### config.mk
export PLATFORM = sky130hd
export DESIGN_NAME = wdt_window
export DESIGN_NICKNAME = d
export VERILOG_FILES = /design/src/rtl/wdt_pkg.sv /design/src/rtl/wdt_code2cyc.sv /design/src/rtl/wdt_regs.sv /design/src/rtl/wdt_fsm.sv /design/src/rtl/wdt_window.sv
export SDC_FILE = /design/constraint.sdc
export NUM_CORES = 1
export LEC_CHECK = 0
export BUFFER_PORTS_ARGS = -buffer_cell sky130_fd_sc_hd__buf_2
export CELL_PAD_IN_SITES_DETAIL_PLACEMENT = 2
export CELL_PAD_IN_SITES_GLOBAL_PLACEMENT = 2
export CORE_MARGIN = 2
export CORE_UTILIZATION = 30
export DETAILED_ROUTE_END_ITERATION = 6
export HOLD_SLACK_MARGIN = 0.1
export PLACE_DENSITY = 0.71
export SLEW_MARGIN = 20
export SYNTH_ARGS = -nofsm -noshare
export SYNTH_HDL_FRONTEND = slang
export SYNTH_SLANG_ARGS = --single-unit
### constraint.sdc
create_clock -name clk -period 2.91 [get_ports clk]
set_input_delay 0.291 -clock clk [delete_from_list [all_inputs] [get_ports clk]]
set_output_delay 0.291 -clock clk [all_outputs]
set_load 0.02 [all_outputs]
### src/rtl/wdt_pkg.sv
package wdt_pkg;
    localparam int SEL_W  = 3;
    localparam int DATA_W = 8;
    localparam int CODE_W = 4;

    localparam logic [SEL_W-1:0] SEL_CTRL  = 3'd0;
    localparam logic [SEL_W-1:0] SEL_CFG   = 3'd1;
    localparam logic [SEL_W-1:0] SEL_EWOFS = 3'd2;
    localparam logic [SEL_W-1:0] SEL_IESET = 3'd3;
    localparam logic [SEL_W-1:0] SEL_IECLR = 3'd4;
    localparam logic [SEL_W-1:0] SEL_FLAG  = 3'd5;
    localparam logic [SEL_W-1:0] SEL_SVC   = 3'd6;

    localparam logic [DATA_W-1:0] SVC_KEY = 8'hA5;

    typedef enum logic [2:0] {
        ST_IDLE,
        ST_CLOSED,
        ST_OPEN,
        ST_FIRE,
        ST_HALT
    } wdt_state_e;
endpackage

### src/rtl/wdt_code2cyc.sv
module wdt_code2cyc
    import wdt_pkg::*;
#(
    parameter int BASE_LOG2 = 3,
    parameter int MAX_CODE  = 11,
    parameter int CNT_W     = 15
) (
    input  logic [CODE_W-1:0] code,
    output logic [CNT_W-1:0]  cycles
);
    localparam int SH_W = $clog2(CNT_W);

    logic [CODE_W-1:0] eff;
    logic [SH_W-1:0]   sh;

    always_comb begin
        eff    = (code > CODE_W'(MAX_CODE)) ? CODE_W'(MAX_CODE) : code;
        sh     = SH_W'(BASE_LOG2) + SH_W'(eff);
        cycles = {{(CNT_W-1){1'b0}}, 1'b1} << sh;
    end
endmodule

### src/rtl/wdt_regs.sv
module wdt_regs
    import wdt_pkg::*;
(
    input  logic              clk,
    input  logic              rst_n,
    input  logic              tick,
    input  logic              wr_en,
    input  logic [SEL_W-1:0]  wr_sel,
    input  logic [DATA_W-1:0] wr_data,
    input  logic              armed,
    input  logic              in_closed,
    input  logic              ew_hit,
    output logic              wen_q,
    output logic [CODE_W-1:0] per_code,
    output logic [CODE_W-1:0] win_code,
    output logic [CODE_W-1:0] ew_code,
    output logic              en_go,
    output logic              en_stop,
    output logic              svc_go,
    output logic              key_fault,
    output logic              busy,
    output logic              ew_flag,
    output logic              ew_irq
);
    logic en_q;
    logic pend_ctrl, pend_en, pend_cfg, pend_svc;
    logic ie_q;
    logic wr_ctrl, wr_cfg, wr_ewofs, wr_ieset, wr_ieclr, wr_flag;
    logic svc_try, svc_ok;

    always_comb begin
        wr_ctrl   = wr_en && (wr_sel == SEL_CTRL);
        wr_cfg    = wr_en && (wr_sel == SEL_CFG) && !en_q;
        wr_ewofs  = wr_en && (wr_sel == SEL_EWOFS);
        wr_ieset  = wr_en && (wr_sel == SEL_IESET) && wr_data[0];
        wr_ieclr  = wr_en && (wr_sel == SEL_IECLR) && wr_data[0];
        wr_flag   = wr_en && (wr_sel == SEL_FLAG) && wr_data[0];
        busy      = pend_ctrl | pend_cfg | pend_svc;
        svc_try   = wr_en && (wr_sel == SEL_SVC) && armed && !busy;
        key_fault = svc_try && ((wr_data != SVC_KEY) || in_closed);
        svc_ok    = svc_try && !key_fault;
        en_go     = tick && pend_ctrl && pend_en;
        en_stop   = tick && pend_ctrl && !pend_en;
        svc_go    = tick && pend_svc;
        ew_irq    = ew_flag & ie_q;
    end

    always_ff @(posedge clk or negedge rst_n) begin
        if (!rst_n) begin
            en_q      <= 1'b0;
            wen_q     <= 1'b0;
            pend_ctrl <= 1'b0;
            pend_en   <= 1'b0;
            pend_cfg  <= 1'b0;
            pend_svc  <= 1'b0;
            per_code  <= '0;
            win_code  <= '0;
            ew_code   <= '0;
        end else begin
            if (tick) begin
                pend_ctrl <= 1'b0;
                pend_cfg  <= 1'b0;
                pend_svc  <= 1'b0;
                if (pend_ctrl) en_q <= pend_en;
            end
            if (wr_ctrl) begin
                pend_ctrl <= 1'b1;
                pend_en   <= wr_data[0];
                if (!en_q) wen_q <= wr_data[1];
            end
            if (wr_cfg) begin
                pend_cfg <= 1'b1;
                per_code <= wr_data[CODE_W-1:0];
                win_code <= wr_data[2*CODE_W-1:CODE_W];
            end
            if (wr_ewofs) ew_code <= wr_data[CODE_W-1:0];
            if (svc_ok)   pend_svc <= 1'b1;
        end
    end

    always_ff @(posedge clk or negedge rst_n) begin
        if (!rst_n) begin
            ie_q    <= 1'b0;
            ew_flag <= 1'b0;
        end else begin
            if (wr_ieset)      ie_q <= 1'b1;
            else if (wr_ieclr) ie_q <= 1'b0;
            if (ew_hit)        ew_flag <= 1'b1;
            else if (wr_flag)  ew_flag <= 1'b0;
        end
    end
endmodule

### src/rtl/wdt_fsm.sv
module wdt_fsm
    import wdt_pkg::*;
#(
    parameter int CNT_W = 15
) (
    input  logic             clk,
    input  logic             rst_n,
    input  logic             tick,
    input  logic             en_go,
    input  logic             en_stop,
    input  logic             svc_go,
    input  logic             key_fault,
    input  logic             wen,
    input  logic [CNT_W-1:0] per_cyc,
    input  logic [CNT_W-1:0] win_cyc,
    input  logic [CNT_W-1:0] ew_cyc,
    output logic             armed,
    output logic             in_closed,
    output logic             rst_req,
    output logic             ew_hit
);
    wdt_state_e       state_q, state_d;
    logic [CNT_W-1:0] cnt_q, cnt_d, cnt_inc;

    always_ff @(posedge clk or negedge rst_n) begin
        if (!rst_n) begin
            state_q <= ST_IDLE;
            cnt_q   <= '0;
        end else begin
            state_q <= state_d;
            cnt_q   <= cnt_d;
        end
    end

    always_comb begin
        cnt_inc = cnt_q + 1'b1;
        state_d = state_q;
        cnt_d   = cnt_q;
        unique case (state_q)
            ST_IDLE: begin
                if (en_go) begin
                    state_d = wen ? ST_CLOSED : ST_OPEN;
                    cnt_d   = '0;
                end
            end
            ST_CLOSED, ST_OPEN: begin
                if (key_fault) begin
                    state_d = ST_FIRE;
                end else if (tick) begin
                    if (en_stop) begin
                        state_d = ST_IDLE;
                        cnt_d   = '0;
                    end else if (svc_go) begin
                        state_d = wen ? ST_CLOSED : ST_OPEN;
                        cnt_d   = '0;
                    end else if (cnt_inc == per_cyc) begin
                        state_d = ST_FIRE;
                    end else begin
                        cnt_d = cnt_inc;
                        if (state_q == ST_CLOSED && cnt_inc == win_cyc)
                            state_d = ST_OPEN;
                    end
                end
            end
            ST_FIRE: begin
                if (tick) state_d = ST_HALT;
            end
            ST_HALT: begin
                state_d = ST_HALT;
            end
            default: begin
                state_d = ST_IDLE;
                cnt_d   = '0;
            end
        endcase
    end

    always_comb begin
        armed     = (state_q == ST_CLOSED) || (state_q == ST_OPEN);
        in_closed = (state_q == ST_CLOSED);
        rst_req   = (state_q == ST_FIRE);
        ew_hit    = tick && (state_q == ST_OPEN) && !wen && !key_fault
                    && !en_stop && !svc_go && (cnt_inc == ew_cyc);
    end
endmodule

### src/rtl/wdt_window.sv
module wdt_window
    import wdt_pkg::*;
#(
    parameter int BASE_LOG2    = 3,
    parameter int MAX_PER_CODE = 11,
    parameter int MAX_WIN_CODE = 10
) (
    input  logic              clk,
    input  logic              rst_n,
    input  logic              tick,
    input  logic              wr_en,
    input  logic [SEL_W-1:0]  wr_sel,
    input  logic [DATA_W-1:0] wr_data,
    output logic              busy,
    output logic              ew_flag,
    output logic              ew_irq,
    output logic              rst_req
);
    localparam int CNT_W = BASE_LOG2 + MAX_PER_CODE + 1;
    localparam int N_DEC = 3;

    logic              wen_w, en_go_w, en_stop_w, svc_go_w, key_fault_w;
    logic              armed_w, in_closed_w, ew_hit_w;
    logic [CODE_W-1:0] per_code_w, win_code_w, ew_code_w;
    logic [CODE_W-1:0] code_v [N_DEC];
    logic [CNT_W-1:0]  cyc_v  [N_DEC];

    assign code_v[0] = per_code_w;
    assign code_v[1] = win_code_w;
    assign code_v[2] = ew_code_w;

    wdt_regs u_regs (
        .clk       (clk),
        .rst_n     (rst_n),
        .tick      (tick),
        .wr_en     (wr_en),
        .wr_sel    (wr_sel),
        .wr_data   (wr_data),
        .armed     (armed_w),
        .in_closed (in_closed_w),
        .ew_hit    (ew_hit_w),
        .wen_q     (wen_w),
        .per_code  (per_code_w),
        .win_code  (win_code_w),
        .ew_code   (ew_code_w),
        .en_go     (en_go_w),
        .en_stop   (en_stop_w),
        .svc_go    (svc_go_w),
        .key_fault (key_fault_w),
        .busy      (busy),
        .ew_flag   (ew_flag),
        .ew_irq    (ew_irq)
    );

    for (genvar g = 0; g < N_DEC; g++) begin : g_dec
        localparam int LIM = (g == 0) ? MAX_PER_CODE : MAX_WIN_CODE;
        wdt_code2cyc #(
            .BASE_LOG2 (BASE_LOG2),
            .MAX_CODE  (LIM),
            .CNT_W     (CNT_W)
        ) u_dec (
            .code   (code_v[g]),
            .cycles (cyc_v[g])
        );
    end

    wdt_fsm #(
        .CNT_W (CNT_W)
    ) u_fsm (
        .clk       (clk),
        .rst_n     (rst_n),
        .tick      (tick),
        .en_go     (en_go_w),
        .en_stop   (en_stop_w),
        .svc_go    (svc_go_w),
        .key_fault (key_fault_w),
        .wen       (wen_w),
        .per_cyc   (cyc_v[0]),
        .win_cyc   (cyc_v[1]),
        .ew_cyc    (cyc_v[2]),
        .armed     (armed_w),
        .in_closed (in_closed_w),
        .rst_req   (rst_req),
        .ew_hit    (ew_hit_w)
    );
endmodule

* Yosys cells after proc, flatten, opt, wreduce, memory -nomap -nowiden
Cells that the tools add are included.
** Word-level totals
- Input bits :: 15
- Word-level logic and storage cells :: 125
- Register bits after elaboration :: 38
- Output and inout bits :: 4
** Cells by class
- Bitwise gates (word level) :: 5
- Reduce and logical (&&, ||, !) cells :: 48
- Muxes and demuxes :: 28
- $lt $le $gt $ge :: 3
- Shift-type cells :: 3
- $add $sub $neg :: 4
- Eq/ne operators :: 21
** Operators with widths (number)
- 2-to-1 mux 15 bit :: 6
- == test 15 bit :: 3
- case mux 15 bit (3 select lines) :: 1
- << shifter 1 x 4 -> 15 bit (first input constant) :: 3
- logical AND 1 bit :: 26
- 2-to-1 mux 3 bit :: 8
- adder 15 x 1 -> 15 bit (second input constant) :: 1
- adder 2 x 4 -> 4 bit (first input constant) :: 3
- == test 3 x 2 -> 1 bit (second input constant) :: 4
- == test 3 bit (second input constant) :: 4
- > comparator 4 bit (second input constant) :: 3
- 2-to-1 mux 4 bit :: 3
- case mux 3 bit (4 select lines) :: 1
- nonzero test 2 bit :: 5
- 2-to-1 mux 1 bit :: 8
- != test 2 bit (second input constant) :: 4
- != test 8 bit (second input constant) :: 1
- logical NOT 1 bit :: 7
- == test 3 x 1 -> 1 bit (second input constant) :: 2
- logical NOT 3 bit :: 2
- != test 6 x 1 -> 1 bit (second input constant) :: 1
- AND reduction 5 bit :: 1
- != test 4 x 2 -> 1 bit (second input constant) :: 1
- AND reduction 2 bit :: 2
- 8 further kinds :: 12

* Longest topological paths before layout
Gate-level depths: netlist of the first run.
- Word-level depth :: 13
- Gate-level depth with buffers :: 11

* Hierarchy
A second synthesis of the first run with hierarchy kept.
** Second synthesis, totals
- Cells, all modules :: 424
- Area total of the unflattened synthesis :: 4120.2 um^2
** By module, submodules not included
- wdt_fsm :: area each 2641.3 um^2, sequential area each 450.4 um^2, cells each 297, times used 1
- wdt_regs :: area each 907.1 um^2, sequential area each 500.5 um^2, cells each 65, times used 1
- wdt_code2cyc (g_dec[1].u_dec ...) :: area each 220.2 um^2, sequential area each 0.0 um^2, cells each 20, times used 2
- wdt_code2cyc (g_dec[0].u_dec) :: area each 131.4 um^2, sequential area each 0.0 um^2, cells each 22, times used 1

* Worst setup path before layout of the first run
OpenSTA, ideal clock, no wires.
- Path kind :: reg-to-reg
- From :: reg u_fsm.cnt_q[0]
- To :: reg u_fsm.state_q[1]
- Data arrival time :: 3012 ps
- Required time :: 2785 ps
- Library setup time :: 125 ps
- Setup slack :: -227 ps
- Stages on the path, launching flop included :: 11
- Period minus slack after synthesis :: 3137 ps
- Cell sequence :: dfrtp_1 ha_1 nand4_2 or4_4 xor2_1 a31oi_1 o2111ai_1 or4_1 buf_6 o211a_4 mux2_4
** Between the ends
- Longest elaborated chain between the ends :: 8
- Elaborated cells between the ends (all ways) :: 12
** Ends and longest elaborated chain
- from (decl) :: line wdt_fsm.sv:23 : logic [CNT_W-1:0] cnt_q, cnt_d, cnt_inc;
- from (signal assigned) :: line wdt_fsm.sv:31 : cnt_q <= cnt_d;
- adder 15 x 1 -> 15 bit * :: line wdt_fsm.sv:36 : cnt_inc = cnt_q + 1'b1;
- == test 15 bit :: line wdt_fsm.sv:56 : end else if (cnt_inc == per_cyc) begin
- 2-to-1 mux 3 bit :: line wdt_fsm.sv:56
- 2-to-1 mux 3 bit :: line wdt_fsm.sv:53 : end else if (svc_go) begin
- 2-to-1 mux 3 bit :: line wdt_fsm.sv:50 : if (en_stop) begin
- 2-to-1 mux 3 bit :: line wdt_fsm.sv:49 : end else if (tick) begin
- 2-to-1 mux 3 bit :: line wdt_fsm.sv:47 : if (key_fault) begin
- case mux 3 bit (4 select lines) :: line wdt_fsm.sv:39 : unique case (state_q)
- to (signal assigned) :: line wdt_fsm.sv:30 : state_q <= state_d;
- to (decl) :: line wdt_fsm.sv:22 : wdt_state_e state_q, state_d;
Mark *: on every way between the ends. The rest lies on a longest branch, timed or not. The select of a mux whose other input is x is not followed.
A chain may end at the register's enable or synchronous reset.

* Worst setup path after layout of the first run
- From :: reg u_fsm.cnt_q[1]
- To :: reg u_fsm.state_q[1]
The elaborated chain is that of the path after synthesis.

==> run metrics, run 1 <==
# nets final 486; ANT cells 0; clk buf depth 2; CP Data Required Time 3.11 ns; wire per inst 22.6 um; Setup Skew 0.0103 ns; total power 3.19 mW; vias in the first global route 3755; antenna viol nets, final 0; status finished with violations; Crit-path slowest cell or4_4; Syn Inst Count 371; Synth Cell Area 3170 um^2; Port-buffer cells 18; worst setup margin -0.0912 ns; cell taking the most area after synthesis dfrtp_1; Post-synth EDFFs 0; Die H 107 um; top cells by area, synth dfrtp_1, mux2_2, nand3_1; largest net degree at the start of global routing 39; CTS root buffer clkbuf_8; I/O pins 19; initial antenna violation count 0; Post-DP HPWL 9.72 mm; routability cong. 0.832; top-count cell post-synth dfrtp_1; CTS tree built; clock-pin slew on the worst setup and hold paths 0.09 ns; setup slack at placement -0.268 ns; max_cap viols 0; share of the synthesized area in the top cell type 0.300; crit-path cells ha_4, nand4_4, or4_4, xor2_4, a22o_1, a211oi_2, or4_4, o211a_4, mux2_4; max frequency 0.333 GHz; DP Area 4070 um^2; synth unique cells 71; Critical Path Source Type flip-flop; CP top delay family simple AND/OR/NAND/NOR gates; Die Area 11400 um^2; Worst-Skew Late Latency 0.32 ns; Fill cells 1111; Peak VDD IR 0.000439 V; # DRC 0; Max Slew Vio Count 0; Hold Violations, Final 0; Least-Margin Pin Slew 0.987 ns; vias per cell 5.76; layout cells sized above 1 0.431; Most common cell on crit path or4_4; Iteration-0 DRC Markers 157; Finish-stage setup viols 3; hold_buf cts 0; Die Width 107 um; Synth Register Bits 38; most used flip-flop cell after synthesis dfrtp_1; min-delay worst type in2async; Row Count 37; Worst Setup End Kind flip-flop; Final Cell Area 4570 um^2; RSZ-0062 raised after global routing true; H-tree Lvls 2; Setup CP Type reg2reg; setup TNS -0.0941 ns; WP buf/inv 0; Synth Net Count 387; final period utilization 1.03; most frequent cells after synthesis dfrtp_1, nand2_1, nand3_1, nor2_1, mux2_2; core area 10300 um^2; Critical Path AT 3.20 ns; DRT Wirelength 13.7 mm; TritonCTS Buffers 5; First-pass DRT Iterations 4; Synth-to-Final Area Change 44.1%; Max-slew headroom 0.333; total track usage 0.234; PD cells 699 nW/um^2; worst-path maximum fanout 5; LEAKAGE 1.89 nW; global-route wire length before repair 20.7 mm; post-route minimum period 3.00 ns; CP peak stage delay 0.55 ns; Avg Cell Area, Syn 8.54 um^2; yosys synthesis warning count 0; Async S/R FF share, synth 1.00; via count 3495; # clock sinks 38; GRT overflow 0; register area share after synthesis 0.300; Initial Util 0.308; failing checks setup timing
## placed cells by master, fill, tap and decap left out, types with 8 or more instances in the layout
cell      synthesis  routed
buf_2             4      18
dfrtp_1          38      34
nor3_1           12      11
buf_4             4      92
a21oi_1          10       9
o21ai_0          16      14
mux2_2           17      17
o211ai_1         10      10
nor2_1           24      23
inv_1            14      14
nand2b_1          9       8
nand3_1          24      23
nand2_1          31      28
## sequential cells by signal (all words and copies together) (netlist names), 3 cells and up
name	flops
u_regs.per_code	4
u_fsm.cnt_q	15
u_regs.ew_code	4
u_fsm.state_q	3
u_regs.win_code	4
## cell type report
type / instances / area [um^2] / share of cell area
multi-input combinational: 293 / 2400 / 0.527
tap: 136 / 170 / 0.0373
timing repair buffer: 118 / 888 / 0.195
clock inverter: 2 / 12.5 / 0.00274
sequential: 38 / 956 / 0.209
clock buffer: 6 / 82.6 / 0.0181
inverter: 14 / 52.6 / 0.0115
## path summary, 6_finish.rpt
check | from | to | slack (ns) | cells past startpoint
min reg2reg | u_regs.ie_q | u_regs.ie_q | 0.53 | 2
max | u_fsm.cnt_q[1] | u_fsm.state_q[1] | -0.09 | 9
min in group clk | wr_data[4] | u_regs.win_code[0] | 0.23 | 2
min | rst_n | u_regs.win_code[0] | 0.13 | 1
max reg2reg | u_fsm.cnt_q[1] | u_fsm.state_q[1] | -0.09 | 9
max in group asynchronous | rst_n | u_fsm.cnt_q[5] | 2.13 | 1
## routing by layer
metal | GRT usage | share of wire | up-vias
met1 | 0.300 | 0.43 | 1829
met5 | 0 | 0 | -
met2 | 0.419 | 0.52 | 52
met3 | 0.0298 | 0.035 | 14
li1 | - | - | 1600
met4 | 0.0492 | 0.011 | 0
## stage by stage
stage | hold slack, ns | std cells | utilization
2_1_floorplan | -0.00459 | 371 | -
3_3_place_gp | 0.463 | 584 | 0.396
3_5_place_dp | 0.492 | 584 | 0.396
4_1_cts | 0.158 | 595 | 0.417
5_1_grt | 0.191 | 607 | 0.444
6_report | 0.126 | 607 | 0.444
## logic make-up (layout without fill, tap and decap cells)
family / count (synthesis) / in the layout / share of synthesized area
buf+inv: 40 / 140 / 0.0584
mux: 23 / 23 / 0.0809
simple gates: 174 / 174 / 0.333
fa+ha+maj: 1 / 1 / 0.00395
compound gates: 82 / 82 / 0.185
xor+xnor: 13 / 13 / 0.0383
flops: 38 / 38 / 0.300
## timing repair
| item | 4_1_cts | 5_1_grt |
|---|---|---|
| setup buffers | 3 | 11 |
| gates cloned | 0 | 1 |
| resized for setup | 16 | 42 |
| pin swaps | 1 | 8 |
| endpoints found under the setup margin | 18 | 17 |
## where the power goes
part           switching (mW)  internal [mW]  total, mW  leakage [nW]
logic                    1.05          0.860       1.91          1.36
clock network           0.228          0.191      0.419        0.0472
registers               0.204          0.655      0.859         0.481
total                    1.49           1.71       3.19          1.89
## worst reg2reg max path, delay by kind of cell (launching register included)
family | cells | cell delay, ns
flip-flops | 1 | 0.41
AO/OA/AOI/OAI | 3 | 0.54
adder cells (fa/ha/maj) | 1 | 0.19
XOR/XNOR | 1 | 0.24
multiplexers | 1 | 0.30
AND/OR/NAND/NOR | 3 | 1.20
Power figures use the tool's default switching activity.
==> inputs of run 2 (changes only) <==
--- a/config.mk
+++ b/config.mk
@@ -13,6 +13,7 @@
 export DETAILED_ROUTE_END_ITERATION = 6
 export HOLD_SLACK_MARGIN = 0.1
 export PLACE_DENSITY = 0.71
+export SETUP_SLACK_MARGIN = 0.15
 export SLEW_MARGIN = 20
 export SYNTH_ARGS = -nofsm -noshare
 export SYNTH_HDL_FRONTEND = slang
==> constraint.sdc (replaced) <==
create_clock -name clk -period 2.7 [get_ports clk]
set_input_delay 0.27 -clock clk [delete_from_list [all_inputs] [get_ports clk]]
set_output_delay 0.27 -clock clk [all_outputs]
set_load 0.02 [all_outputs]
==> run metrics, run 2 (synthesis gave the netlist of run 1 again) <==
status finished with violations; failing checks setup timing; P_sw 1.84 mW (+24%); Setup Skew 0.0144 ns (+0.00412 ns); RSZ-0062 raised after global routing true; clock share of power 0.111 (-0.020); Die Width 107 um (unchanged); antenna viol nets, final 0 (unchanged); Worst Setup End Kind flip-flop; ANT cells 0 (unchanged); setup slack at placement -0.440 ns (-0.173 ns); initial antenna violation count 0 (unchanged); Die H 107 um (unchanged); Worst-Skew Late Latency 0.31 ns (about the same); Largest Register u_fsm.cnt_q; Hold Violations, Final 0 (unchanged); CTS tree built; CP Data Required Time 2.86 ns (-0.25 ns); PD cells 779 nW/um^2 (+11%); Max Slew Vio Count 0 (unchanged); max_cap viols 0 (unchanged); vias per cell 5.93 (+3.1%); Initial Util 0.308 (unchanged); Synth-to-Final Area Change 50.8%; TritonCTS Buffers 5 (unchanged); Post-DP HPWL 10.2 mm (+4.9%); Setup CP Type reg2reg; global-route wire length before repair 24.6 mm (+19%); total track usage 0.284 (+0.0507); worst-path maximum fanout 5 (unchanged); Finish-stage setup viols 18 (+15); First-pass DRT Iterations 4 (unchanged); Least-Margin Pin Slew 0.969 ns (-0.0178 ns); H-tree Lvls 2 (unchanged); Die Area 11400 um^2 (unchanged); Max-slew headroom 0.345 (+0.0120); DP Area 4180 um^2 (+2.6%); GRT overflow 0 (unchanged); # DRC 0 (unchanged); largest net degree at the start of global routing 39 (unchanged); via count 3679 (+5.3%); core area 10300 um^2 (unchanged); I/O pins 19 (unchanged); P_int 1.89 mW (+11%); # nets final 500 (+2.9%); LEAKAGE 1.98 nW (+4.6%); R2R setup slack -0.56 ns (-0.47 ns); final period utilization 1.21 (+0.176); routability cong. 0.804 (-3.4%); Sequential Power Share 0.240 (-0.029); clock-pin slew on the worst setup and hold paths 0.09 ns (about the same); layout cells sized above 1 0.477 (+0.0463); most common cell after layout, fill and taps aside buf_4; Row Count 37 (unchanged); DRT Wirelength 16.5 mm (+20%); placed cells 594 (+1.7%); max frequency 0.307 GHz (-8.0%); Critical Path AT 3.42 ns (+0.22 ns); max reg flops 15 (unchanged); post-route minimum period 3.26 ns (+0.260 ns); Peak VDD IR 0.000582 V (+32%); clk buf depth 2 (unchanged); Iteration-0 DRC Markers 183 (+17%); worst setup margin -0.561 ns (-0.470 ns); Final Cell Area 4780 um^2 (+4.7%); Net Sw Frac 0.493 (+0.0278); Critical Path Source Type flip-flop; fin cells 620 (+2.1%); most frequent cells in the layout buf_4, dfrtp_1, nand2_1; Port-buffer cells 18 (unchanged); power share of the combinational group 0.648 (+0.048); # clock sinks 38 (unchanged); wire per inst 26.6 um (+17%); vias in the first global route 4132 (+10%); CTS root buffer clkbuf_8; min-delay worst type in2async
==> run 2: changes by cell type in the layout (fill, tap and decap cells not counted), sizes merged <==
| cell | change |
|---|---|
| clkbuf | +1 |
| buf | +13 |
| clkinv | -1 |
==> run 2: worst max-delay path, cell delays in order (launching register included) <==
cell	delay (ns)
dfrtp_1	0.46
ha_4	0.20
nand4_4	0.09
or4_4	0.44
buf_6	0.14
xor2_4	0.17
a31oi_4	0.24
o2111ai_4	0.14
or4_4	0.63
buf_6	0.15
buf_6	0.11
nand2_4	0.06
buf_6	0.13
o211ai_1	0.15
==> run 2: per-layer routing <==
metal  vias to the layer above  part of all wire  GRT usage
li1                       1631                 -          -
met1                      1906              0.39      0.341
met2                        95              0.52      0.522
met3                        47             0.050     0.0413
met4                         0             0.035     0.0872
met5                         -                 0          0
==> run 2: power groups by stage <==
stage / registers [mW] / clock network, mW / logic (mW)
global placement: 0.858 / 0 / 1.75
finish: 0.895 / 0.415 / 2.41
detailed placement: 0.872 / 0 / 1.84
CTS: 0.862 / 0.412 / 2.06
global route: 0.916 / 0.444 / 2.53
floorplan: 0.812 / 0 / 1.13
==> run 2: per-stage QoR <==
stage	hold WS, ns	utilization	setup TNS [ns]	power [mW]
finish	0.118	0.465	-7.83	3.72
global route	0.171	0.465	-9.02	3.89
CTS	0.136	0.440	-4.85	3.33
detailed placement	0.465	0.407	-5.84	2.72
global placement	0.446	0.407	-2.87	2.60
floorplan	-0.0256	-	-0.306	1.94
==> run 2: path summary, 6_finish.rpt <==
check | from | end | cells after the start
max | u_fsm.cnt_q[1] | u_fsm.cnt_q[13] | 13
min | rst_n | u_regs.en_q | 1
max reg2reg | u_fsm.cnt_q[1] | u_fsm.cnt_q[13] | 13
min reg2reg | u_regs.ie_q | u_regs.ie_q | 2
max in group asynchronous | rst_n | u_fsm.cnt_q[9] | 1
min in group clk | wr_data[4] | u_regs.win_code[0] | 2
==> run 2: cell type report <==
class                           instances  area (um^2)
Timing Repair Buffer                  132          998
Sequential cell                        38          952
Clock buffer                            6         72.6
Multi-Input combinational cell        293         2530
Inverter                               14         52.6
Tap cell                              136          170
Fill cell                            1118         5500
Clock inverter                          1         7.51
==> run 2: timing repair <==
action,4_1_cts,5_1_grt
endpoints found under the setup margin,18,19
pin swaps,13,22
gates resized for setup,38,35
hold buffers,0,0
setup buffers,10,10
==> inputs of run 3 (changes only) <==
--- a/config.mk
+++ b/config.mk
@@ -5,14 +5,14 @@
 export SDC_FILE = /design/constraint.sdc
 export NUM_CORES = 1
 export LEC_CHECK = 0
+export ABC_AREA = 1
 export BUFFER_PORTS_ARGS = -buffer_cell sky130_fd_sc_hd__buf_2
 export CELL_PAD_IN_SITES_DETAIL_PLACEMENT = 2
 export CELL_PAD_IN_SITES_GLOBAL_PLACEMENT = 2
 export CORE_MARGIN = 2
 export CORE_UTILIZATION = 30
 export DETAILED_ROUTE_END_ITERATION = 6
-export HOLD_SLACK_MARGIN = 0.1
-export PLACE_DENSITY = 0.71
+export PLACE_DENSITY = 0.78
 export SETUP_SLACK_MARGIN = 0.15
 export SLEW_MARGIN = 20
 export SYNTH_ARGS = -nofsm -noshare
==> run metrics, run 3 <==
status finished, final reports clean; Synth Net Count 500 (+29%); Synth Cell Area 3110 um^2 (-1.9%); TritonCTS Buffers 5 (unchanged); layout cells sized above 1 0.155 (-0.322); yosys synthesis warning count 0 (unchanged); Initial Util 0.305 (-0.00322); # nets final 524 (+4.8%); cell taking the most area after synthesis dfrtp_1; clock share of power 0.170 (+0.059); post-route minimum period 2.37 ns (-0.891 ns); DP Area 3320 um^2 (-21%); Max-slew headroom 0.390 (+0.0451); Fill cells 1255 (+12%); RSZ-0062 raised after global routing false; Critical Path AT 2.60 ns (-0.82 ns); Die Width 106 um (-0.93%); Setup CP Type reg2reg; Die Area 11200 um^2 (-1.9%); FF+latch area 960 um^2 (+0.79%); core area 10200 um^2 (-0.90%); routability cong. 0.862 (+7.2%); antenna viol nets, final 0 (unchanged); Peak VDD IR 0.000396 V (-32%); Iteration-0 DRC Markers 73 (-60%); max_cap viols 0 (unchanged); total track usage 0.221 (-0.0633); I/O pins 19 (unchanged); fin cells 645 (+4.0%); max reg flops 15 (unchanged); placed cells 632 (+6.4%); Synth Register Bits 38 (unchanged); Largest Register u_fsm.cnt_q; largest net degree at the start of global routing 39 (unchanged); Hold Violations, Final 0 (unchanged); final period utilization 0.878 (-0.330); Sequential Power Share 0.306 (+0.066); Setup Skew 0.00722 ns (-0.00720 ns); top-count cell post-synth nand2_1; Async S/R FF share, synth 1.00 (unchanged); Critical Path Source Type flip-flop; Final Util 0.351 (-0.114); PD cells 787 nW/um^2 (+1.0%); First-pass DRT Iterations 4 (unchanged); via count 3347 (-9.0%); P_sw 1.43 mW (-22%); most frequent cells in the layout nand2_1, inv_1, nor2_1; Max Slew Vio Count 0 (unchanged); wire per inst 18.4 um (-31%); H-tree Lvls 2 (unchanged); vias per cell 5.19 (-13%); Worst Setup End Kind flip-flop; LEAKAGE 1.65 nW (-16%); Die H 106 um (-0.93%); DRT Wirelength 11.9 mm (-28%); worst-path maximum fanout 8 (+3); initial antenna violation count 0 (unchanged); setup TNS 0 ns (+7.83 ns); Net Sw Frac 0.507 (+0.0134); max frequency 0.422 GHz (+38%); most used flip-flop cell after synthesis dfrtp_1; R2R setup slack 0.33 ns (+0.89 ns); Syn Inst Count 484 (+30%); synth unique cells 36 (-49%); global-route wire length before repair 19.3 mm (-22%); top cells by area, synth dfrtp_1, nand2_1, inv_1; GRT overflow 0 (unchanged); power share of the combinational group 0.524 (-0.124); most frequent cells after synthesis nand2_1, inv_1, nor2_1; # clock sinks 38 (unchanged); clk buf depth 2 (unchanged); footprint of the multi-input gates 1960 um^2 (-22%); Worst-Skew Late Latency 0.30 ns (about the same); hold_buf cts 0 (unchanged); CTS root buffer clkbuf_8; Row Count 37 (unchanged); CP Data Required Time 2.93 ns (+0.07 ns); min-delay worst type in2async; share of the synthesized area in the top cell type 0.306 (+0.00592); Finish-stage setup viols 0 (-18); Post-DP HPWL 9.06 mm (-11%); clock-pin slew on the worst setup and hold paths 0.08 ns (about the same); Avg Cell Area, Syn 6.42 um^2 (-25%); Synth-to-Final Area Change 15.0%; CTS tree built; P_int 1.39 mW (-26%); Port-buffer cells 18 (unchanged); ANT cells 0 (unchanged); # DRC 0 (unchanged); register area share after synthesis 0.306 (+0.00592); Post-synth EDFFs 0 (unchanged); vias in the first global route 3639 (-12%); Final Cell Area 3570 um^2 (-25%); most common cell after layout, fill and taps aside nand2_1; total power 2.81 mW (-24%); Least-Margin Pin Slew 0.914 ns (-0.0545 ns)
[run 3: per-layer routing]
layer  GRT usage  part of all wire
met5           0                 0
met2       0.411              0.53
met4      0.0536             0.015
met1       0.266              0.43
met3      0.0328             0.021
[run 3: power by group through the flow]
stage / clock (mW) / combinational [mW] / sequential [mW]
finish: 0.479 / 1.47 / 0.859
global route: 0.520 / 1.66 / 0.882
CTS: 0.492 / 1.39 / 0.849
detailed placement: 0 / 1.28 / 0.857
global placement: 0 / 1.20 / 0.847
floorplan: 0 / 1.01 / 0.799
[run 3: critical path, cell delays in order, from the launching register on]
cell     delay (ns)
dfrtp_2        0.43
nand2_1        0.17
nor2_4         0.22
nand2_4        0.10
o21ai_4        0.20
nand2_2        0.13
nand2_1        0.08
nand2_1        0.10
nor2_1         0.11
nand2_1        0.09
nor2_4         0.13
nand3_4        0.20
nand2_8        0.17
nand2_1        0.09
o21ai_2        0.07
[run 3: worst paths after layout]
path                                      start                  to  cells past startpoint
min in group clk                     wr_data[4]  u_regs.win_code[0]                      3
worst max register to register   u_fsm.cnt_q[4]      u_fsm.cnt_q[0]                     14
worst max-delay path             u_fsm.cnt_q[4]      u_fsm.cnt_q[0]                     14
worst min register to register  u_fsm.cnt_q[14]     u_fsm.cnt_q[14]                      2
worst min-delay path                      rst_n     u_fsm.cnt_q[13]                      1
max in group asynchronous                 rst_n      u_fsm.cnt_q[4]                      1
[run 3: layout make-up]
cell class              count  share of cell area
repair buffers             23              0.0357
clock buffers               8              0.0308
inverters                  65              0.0683
well taps                 136              0.0476
multi-input cells         375               0.549
flip-flops and latches     38               0.269
[run 3: logic make-up (layout without fill, tap and decap cells)]
group | Yosys count | in the layout | synth area share
XOR/XNOR | 15 | 15 | 0.0423
flip-flops | 38 | 38 | 0.306
buffers and inverters | 74 | 96 | 0.102
AO/OA/AOI/OAI | 60 | 60 | 0.125
adder cells (fa/ha/maj) | 1 | 1 | 0.00403
AND/OR/NAND/NOR | 296 | 299 | 0.420
[run 3: through the flow]
stage | worst slack [ns] | hold WS [ns]
final | 0.330 | 0.0933
after global routing | 0.111 | 0.146
after CTS | 0.177 | 0.123
after detailed placement | 0.0641 | 0.450
after global placement | 0.262 | 0.445
after floorplan | 0.655 | -0.0256
[run 3: timing repair]
action                     CTS  global route
setup endpoints to repair   15            18
gates cloned                 1             2
pin swaps                    0             3
buffers inserted             0             2
resized for setup            4            21
